File: src/rtl/vtag_tlb_pkg.sv
package vtag_tlb_pkg;
  localparam logic [1:0] REG_GUEST = 2'b00;
  localparam logic [1:0] REG_HYP   = 2'b01;

  localparam logic [1:0] INV_NONE  = 2'b00;
  localparam logic [1:0] INV_ALL   = 2'b01;
  localparam logic [1:0] INV_VM    = 2'b10;
  localparam logic [1:0] INV_VMAS  = 2'b11;
endpackage

File: src/rtl/vtag_tlb_match.sv
module vtag_tlb_match
  import vtag_tlb_pkg::*;
#(
  parameter int VA_W   = 20,
  parameter int VMID_W = 16,
  parameter int ASID_W = 16
) (
  input  logic              e_valid,
  input  logic [VA_W-1:0]   e_va,
  input  logic [VMID_W-1:0] e_vmid,
  input  logic [ASID_W-1:0] e_asid,
  input  logic [1:0]        e_reg,
  input  logic              e_glb,
  input  logic [VA_W-1:0]   lk_va,
  input  logic [VMID_W-1:0] lk_vmid,
  input  logic [ASID_W-1:0] lk_asid,
  input  logic [1:0]        lk_reg,
  input  logic [VA_W-1:0]   f_va,
  input  logic [VMID_W-1:0] f_vmid,
  input  logic [ASID_W-1:0] f_asid,
  input  logic [1:0]        f_reg,
  input  logic              n_valid,
  input  logic [VMID_W-1:0] n_vmid,
  input  logic [ASID_W-1:0] n_asid,
  input  logic [1:0]        n_reg,
  input  logic              n_glb,
  input  logic [1:0]        inv_op,
  input  logic [VMID_W-1:0] inv_vmid,
  input  logic [ASID_W-1:0] inv_asid,
  output logic              lk_hit,
  output logic              f_same,
  output logic              inv_kill
);
  logic vm_ok, as_ok, n_vm_hit;

  // Hypervisor and monitor entries carry no machine tag.
  assign vm_ok  = (e_reg != REG_GUEST) || (e_vmid == lk_vmid);
  assign as_ok  = e_glb || (e_asid == lk_asid);
  assign lk_hit = e_valid && (e_va == lk_va) && (e_reg == lk_reg) && vm_ok && as_ok;

  assign f_same = e_valid && (e_va == f_va) && (e_reg == f_reg) &&
                  (e_vmid == f_vmid) && (e_asid == f_asid);

  assign n_vm_hit = n_valid && (n_reg == REG_GUEST) && (n_vmid == inv_vmid);

  always_comb begin
    case (inv_op)
      INV_ALL:  inv_kill = n_valid;
      INV_VM:   inv_kill = n_vm_hit;
      INV_VMAS: inv_kill = n_vm_hit && !n_glb && (n_asid == inv_asid);
      default:  inv_kill = 1'b0;
    endcase
  end
endmodule

File: src/rtl/vtag_tlb_select.sv
module vtag_tlb_select #(
  parameter int ENTRIES = 8,
  localparam int IDX_W  = $clog2(ENTRIES)
) (
  input  logic [ENTRIES-1:0] req,
  output logic               any,
  output logic [IDX_W-1:0]   idx
);
  // Lowest index wins.
  always_comb begin
    any = |req;
    idx = '0;
    for (int i = ENTRIES - 1; i >= 0; i--) begin
      if (req[i]) idx = IDX_W'(i);
    end
  end
endmodule

File: src/rtl/vtag_tlb_victim.sv
module vtag_tlb_victim #(
  parameter int ENTRIES = 8,
  localparam int IDX_W  = $clog2(ENTRIES)
) (
  input  logic               clk,
  input  logic               rst,
  input  logic               fill_en,
  input  logic [ENTRIES-1:0] same,
  output logic [IDX_W-1:0]   widx,
  output logic               in_place
);
  localparam logic [IDX_W-1:0] LAST = IDX_W'(ENTRIES - 1);

  logic [IDX_W-1:0] ptr_q;
  logic [IDX_W-1:0] same_idx;

  vtag_tlb_select #(.ENTRIES(ENTRIES)) same_sel_i (
    .req (same),
    .any (in_place),
    .idx (same_idx)
  );

  assign widx = in_place ? same_idx : ptr_q;

  always_ff @(posedge clk) begin
    if (rst) begin
      ptr_q <= '0;
    end else if (fill_en && !in_place) begin
      ptr_q <= (ptr_q == LAST) ? '0 : ptr_q + 1'b1;
    end
  end

  a_r7_ptr_step: assert property (@(posedge clk) disable iff (rst)
    fill_en && !in_place |=> ptr_q == (($past(ptr_q) == LAST) ? '0 : $past(ptr_q) + 1'b1));

  a_r8_ptr_hold: assert property (@(posedge clk) disable iff (rst)
    fill_en && in_place |=> $stable(ptr_q));
endmodule

File: src/rtl/vtag_tlb.sv
module vtag_tlb
  import vtag_tlb_pkg::*;
#(
  parameter int ENTRIES  = 8,
  parameter int VA_W     = 20,
  parameter int PA_W     = 20,
  parameter int ATTR_W   = 8,
  parameter int VMID_W   = 16,
  parameter int NARROW_W = 8,
  parameter int ASID_W   = 16
) (
  input  logic              clk,
  input  logic              rst,
  input  logic              vmid16_i,
  input  logic [VA_W-1:0]   lk_va_i,
  input  logic [VMID_W-1:0] lk_vmid_i,
  input  logic [ASID_W-1:0] lk_asid_i,
  input  logic [1:0]        lk_regime_i,
  output logic              hit_o,
  output logic [PA_W-1:0]   pa_o,
  output logic [ATTR_W-1:0] attr_o,
  input  logic              fill_en_i,
  input  logic [VA_W-1:0]   fill_va_i,
  input  logic [VMID_W-1:0] fill_vmid_i,
  input  logic [ASID_W-1:0] fill_asid_i,
  input  logic [1:0]        fill_regime_i,
  input  logic              fill_global_i,
  input  logic [PA_W-1:0]   fill_pa_i,
  input  logic [ATTR_W-1:0] fill_attr_i,
  input  logic [1:0]        inv_op_i,
  input  logic [VMID_W-1:0] inv_vmid_i,
  input  logic [ASID_W-1:0] inv_asid_i
);
  localparam int IDX_W  = $clog2(ENTRIES);
  localparam int HIGH_W = VMID_W - NARROW_W;

  logic [ENTRIES-1:0] valid_q;
  logic [VA_W-1:0]    e_va   [ENTRIES];
  logic [PA_W-1:0]    e_pa   [ENTRIES];
  logic [ATTR_W-1:0]  e_attr [ENTRIES];
  logic [VMID_W-1:0]  e_vmid [ENTRIES];
  logic [ASID_W-1:0]  e_asid [ENTRIES];
  logic [1:0]         e_reg  [ENTRIES];
  logic [ENTRIES-1:0] e_glb;

  logic [VMID_W-1:0] lk_vm, f_vm_eff, f_vm, inv_vm;
  logic [ENTRIES-1:0] hit_vec, same_vec, kill_vec, wr_vec;
  logic [IDX_W-1:0]   hit_idx, widx;
  logic               in_place;

  // Narrow mode clears the upper tag bits everywhere a tag enters.
  assign lk_vm    = vmid16_i ? lk_vmid_i   : {{HIGH_W{1'b0}}, lk_vmid_i[NARROW_W-1:0]};
  assign f_vm_eff = vmid16_i ? fill_vmid_i : {{HIGH_W{1'b0}}, fill_vmid_i[NARROW_W-1:0]};
  assign inv_vm   = vmid16_i ? inv_vmid_i  : {{HIGH_W{1'b0}}, inv_vmid_i[NARROW_W-1:0]};
  assign f_vm     = (fill_regime_i == REG_GUEST) ? f_vm_eff : '0;

  vtag_tlb_victim #(.ENTRIES(ENTRIES)) victim_i (
    .clk      (clk),
    .rst      (rst),
    .fill_en  (fill_en_i),
    .same     (same_vec),
    .widx     (widx),
    .in_place (in_place)
  );

  for (genvar g = 0; g < ENTRIES; g++) begin : g_ent
    logic              n_valid, n_glb;
    logic [VMID_W-1:0] n_vmid;
    logic [ASID_W-1:0] n_asid;
    logic [1:0]        n_reg;

    assign wr_vec[g] = fill_en_i && (widx == IDX_W'(g));
    // Post-fill view of the entry, seen by the invalidate compare.
    assign n_valid = wr_vec[g] ? 1'b1          : valid_q[g];
    assign n_glb   = wr_vec[g] ? fill_global_i : e_glb[g];
    assign n_vmid  = wr_vec[g] ? f_vm          : e_vmid[g];
    assign n_asid  = wr_vec[g] ? fill_asid_i   : e_asid[g];
    assign n_reg   = wr_vec[g] ? fill_regime_i : e_reg[g];

    vtag_tlb_match #(.VA_W(VA_W), .VMID_W(VMID_W), .ASID_W(ASID_W)) match_i (
      .e_valid  (valid_q[g]),
      .e_va     (e_va[g]),
      .e_vmid   (e_vmid[g]),
      .e_asid   (e_asid[g]),
      .e_reg    (e_reg[g]),
      .e_glb    (e_glb[g]),
      .lk_va    (lk_va_i),
      .lk_vmid  (lk_vm),
      .lk_asid  (lk_asid_i),
      .lk_reg   (lk_regime_i),
      .f_va     (fill_va_i),
      .f_vmid   (f_vm),
      .f_asid   (fill_asid_i),
      .f_reg    (fill_regime_i),
      .n_valid  (n_valid),
      .n_vmid   (n_vmid),
      .n_asid   (n_asid),
      .n_reg    (n_reg),
      .n_glb    (n_glb),
      .inv_op   (inv_op_i),
      .inv_vmid (inv_vm),
      .inv_asid (inv_asid_i),
      .lk_hit   (hit_vec[g]),
      .f_same   (same_vec[g]),
      .inv_kill (kill_vec[g])
    );

    // Payload has no reset so it can map onto distributed RAM.
    always_ff @(posedge clk) begin
      if (wr_vec[g]) begin
        e_va[g]   <= fill_va_i;
        e_pa[g]   <= fill_pa_i;
        e_attr[g] <= fill_attr_i;
        e_vmid[g] <= f_vm;
        e_asid[g] <= fill_asid_i;
        e_reg[g]  <= fill_regime_i;
        e_glb[g]  <= fill_global_i;
      end
    end

    always_ff @(posedge clk) begin
      if (rst) valid_q[g] <= 1'b0;
      else     valid_q[g] <= n_valid && !kill_vec[g];
    end
  end

  vtag_tlb_select #(.ENTRIES(ENTRIES)) hit_sel_i (
    .req (hit_vec),
    .any (hit_o),
    .idx (hit_idx)
  );

  assign pa_o   = hit_o ? e_pa[hit_idx]   : '0;
  assign attr_o = hit_o ? e_attr[hit_idx] : '0;

  a_r1_reset_clear: assert property (@(posedge clk) rst |=> valid_q == '0);

  a_r2_fill_lands: assert property (@(posedge clk) disable iff (rst)
    fill_en_i && inv_op_i == INV_NONE |=> valid_q[$past(widx)]);

  a_r3_guest_tag: assert property (@(posedge clk) disable iff (rst)
    hit_o && lk_regime_i == REG_GUEST |-> e_vmid[hit_idx] == lk_vm);

  a_r9_clear_all: assert property (@(posedge clk) disable iff (rst)
    inv_op_i == INV_ALL |=> valid_q == '0);
endmodule

File: config.mk
export PLATFORM = sky130hd
export DESIGN_NAME = vtag_tlb
export DESIGN_NICKNAME = d
export VERILOG_FILES = /design/src/rtl/vtag_tlb_pkg.sv /design/src/rtl/vtag_tlb_match.sv /design/src/rtl/vtag_tlb_select.sv /design/src/rtl/vtag_tlb_victim.sv /design/src/rtl/vtag_tlb.sv
export SDC_FILE = /design/constraint.sdc
export NUM_CORES = 2
export LEC_CHECK = 0
export BUFFER_PORTS_ARGS = -buffer_cell sky130_fd_sc_hd__buf_2
export CORE_ASPECT_RATIO = 0.75
export CORE_UTILIZATION = 40
export DETAILED_ROUTE_END_ITERATION = 10
export HOLD_SLACK_MARGIN = 0.05
export PLACE_DENSITY = 0.57
export SLEW_MARGIN = 20
export SYNTH_ARGS = -nofsm -noshare
export SYNTH_HDL_FRONTEND = slang
export SYNTH_SLANG_ARGS = --single-unit
File: constraint.sdc
create_clock -name clk -period 10.8 [get_ports clk]
set_clock_uncertainty 0.2 [all_clocks]
set_input_delay 2.16 -clock clk [delete_from_list [all_inputs] [get_ports clk]]
set_output_delay 2.16 -clock clk [all_outputs]
set_load 0.01 [all_outputs]
==> metrics.md <==
| Metric | Value |
|---|---|
| Fin crit share | `0.849` |
| Post-CTS Hold Buffers | `0` |
| PD cells | `about 160 nW/µm²` |
| DRC | `0` |
| Fin. Hold Viols | `0` |
| Slew margin rel. | `0.0689` |
| CTS tree | `done` |
| Flop-to-flop setup slack | `3.68 ns` |
| Synthesized instance count | `roughly 4000` |
| Total congestion overflow | `0` |
| Worst r2r src | `e_va[0][35]` |
| #FFs+latches synth | `675` |
| Die area | `103000 µm²` |
| Unrepaired setup endpoints after global routing | `no` |
| Critical Path Fanout Max | `19` |
| Number of synthesized flops with an enable pin | `384` |
| LEAKAGE | `15.0 nW` |
| CP Class | `in2out` |
| Largest regs | `e_pa x160, e_va x160` |
| Routability cong. | `approximately 1.1` |
| DIE WIDTH | `371 µm` |
| Clock sinks | `just under 700` |
| Yosys warns | `0` |
| Total power | `7.36 mW` |
| Row cnt | `just over 100` |
| Hpwl dp | `approximately 140000 µm` |
| Hold depth | `2` |
| Per-cell routed wire length | `between 30 and 40 µm` |
| Sum Neg Setup Slack | `0 ns` |
| Ys async rst share | `0` |
| Max H-tree Level | `3` |
| HP Start | `e_glb[2]` |
| Worst setup EP type | `output port` |
| Drt initial violations | `roughly 5600` |
| Via count | `34600` |
| Crit path launch type | `input port` |
| CTS root buf | `clkbuf_16` |
| Max clock buf depth | `3` |
| Synthesized net count | `4149` |
| Syn_area_per_cell | `just over 10 µm²` |
| Worst-path clk slew | `about 0.060 ns` |
| Post-Syn Area | `40900 µm²` |
| IO Port Bufs | `203` |
| Area Overhead vs Synth | `11.4%` |
| Final wirelength | `roughly 200000 µm` |
| Worst skew pair latency | `approximately 0.66 ns` |
| Top-level I/O count | `between 200 and 250` |
| Clock period minus worst slack | `9.17 ns` |
| Worst hold path endpoint | `e_glb[2]` |
| Most frequent cells in the layout | `698 x xnor2_1, 384 x edfxtp_1, 291 x dfxtp_1` |
| Final Max Slew Viols | `0` |
| Worst hold-check path type | `reg2reg` |
| Die height | `about 280 µm` |
| Most common cell after layout, fill and taps aside | `xnor2_1` |
| RR Endpoint | `valid_q[5]` |
| Starting Density | `0.404` |
| R2R depth | `14` |
| Layout net count | `4197` |
| Cts repair resizes | `0` |
| Layout cell share with drive strength beyond 1 | `0.163` |
| Routed Antenna Nets | `0` |
| Via density | `~6.4` |
| Worst EP arrival | `just under 7 ns` |
| Max Cap Viol | `0` |
| Largest net degree at the start of global routing | `between 100 and 150` |
| Status | `completed` |
| Register area share after synthesis | `0.425` |
| Total iterations of the first detailed-routing run | `7` |
| Worst path required time | `approximately 8.4 ns` |
| Ys flop type | `edfxtp_1` |
| Core Region | `between 100000 and 150000 µm²` |
| Worst Tran Pin Value | `roughly 1.4 ns` |
| Post-CTS Setup Inserts | `0` |
| Fmax | `approximately 110 MHz` |
| First-pass GRT wire length | `265000 µm` |
| WHS | `between 0.2 and 0.3 ns` |
| Total Routing Usage GR | `0.370` |
| Distinct cells, synth | `94` |
| Vias in the first global route | `roughly 32000` |
| CTS buffer count | `76` |
| Initial antenna violation count | `8` |
| Peak VDD IR | `about 0.1 mV` |
| Final setup viols | `0` |
-- synth_stat cells, types with 7 or more instances --
cell type	instances	area, µm²
buf_6	11	124
mux2i_1	179	1790
buf_4	10	75.1
o221ai_1	11	96.3
buf_1	36	135
and3_1	8	50.1
buf_2	60	300
nand4_1	236	1480
a31oi_1	12	75.1
o21ai_0	143	716
a21oi_1	55	275
a22o_1	35	307
nand4b_1	17	149
edfxtp_1	384	11500
nand3_1	97	485
nand2b_1	44	275
o22ai_1	13	81.3
inv_1	61	229
nor2b_1	36	225
and2_1	11	68.8
mux2_2	203	2290
a221oi_1	8	70.1
o2bb2ai_1	7	61.3
xor2_1	255	2230
nor4_1	106	663
xnor2_1	698	6110
o211ai_1	13	97.6
nand3b_1	18	135
dfxtp_1	291	5830
a22oi_1	32	240
a2111oi_0	18	158
nand2_1	227	852
a211oi_1	14	105
o2111ai_1	16	140
or2_2	10	62.6
nor4bb_1	24	240
nor2_1	153	574
nor3_1	63	315
or4_1	12	90.1
o32ai_1	7	61.3
a32oi_1	7	61.3
nor3b_1	9	67.6
nor4b_1	19	166
clkbuf_1	193	724
-- routing by layer --
| layer | wire length (µm) | track usage |
|---|---|---|
| met1 | 83500 | 0.537 |
| met2 | 73300 | 0.471 |
| met3 | 33000 | 0.183 |
| met4 | 5880 | 0.0961 |
| met5 | 248 | 0.0103 |
-- cell type report --
type,instances,area (µm²)
fill,9684,55700
multi-input combinational,2921,22100
sequential,675,17400
clock buffer,99,2140
tap,1339,1680
timing repair buffer,281,1650
clock inverter,36,348
inverter,65,248
antenna,6,15.0
-- worst max path at each step --
stage,startpoint,end,slack (ns)
6_report,lk_vmid_i[15],pa_o[0],1.63
3_3_place_gp,lk_vmid_i[15],pa_o[18],1.99
3_5_place_dp,lk_vmid_i[15],pa_o[16],1.94
2_1_floorplan,lk_vmid_i[13],pa_o[10],3.18
5_1_grt,lk_vmid_i[15],pa_o[10],1.53
4_1_cts,lk_vmid_i[15],pa_o[16],1.93
-- cell families after synthesis --
| group | count (synthesis) | synth area share |
|---|---|---|
| and+or+nand+nor | 1124 | 0.153 |
| adders and majority gates | 2 | 0.000612 |
| xor gates and xnor gates | 953 | 0.204 |
| buffers and inverters | 376 | 0.0396 |
| AOI/OAI and AO/OA | 451 | 0.0755 |
| muxes | 391 | 0.103 |
| DFF | 675 | 0.425 |
-- report_power, final --
| group | internal [mW] | total, mW | leakage [nW] | switching (mW) |
|---|---|---|---|---|
| clock | 1.52 | 2.66 | 1.21 | 1.14 |
| combinational | 0.530 | 1.53 | 7.87 | 1.00 |
| sequential | 2.88 | 3.17 | 5.87 | 0.296 |
-- critical path, stage by stage --
cell and delay (ns):
buf_2 0.41, xnor2_1 0.17, nand3_1 0.09, o21ai_0 0.09, a22o_1 0.45, nand3_1 0.34, o41ai_1 0.80, o211ai_1 0.30
o21ai_0 0.20, a21oi_1 0.15, nor2_4 0.66, buf_4 0.40, mux2i_1 0.23, a22o_1 0.16, buf_2 0.13
-- through the flow --
step,std cells,utilization,worst slack [ns],area [µm²]
after floorplan,3972,-,3.18,40900
after global placement,5281,0.425,1.99,43000
after detailed placement,5281,0.425,1.94,43000
after CTS,5416,0.450,1.93,45500
after global routing,5416,0.450,1.53,45500
final,5422,0.450,1.63,45500
No activity file was read; power rests on OpenSTA's default activity.
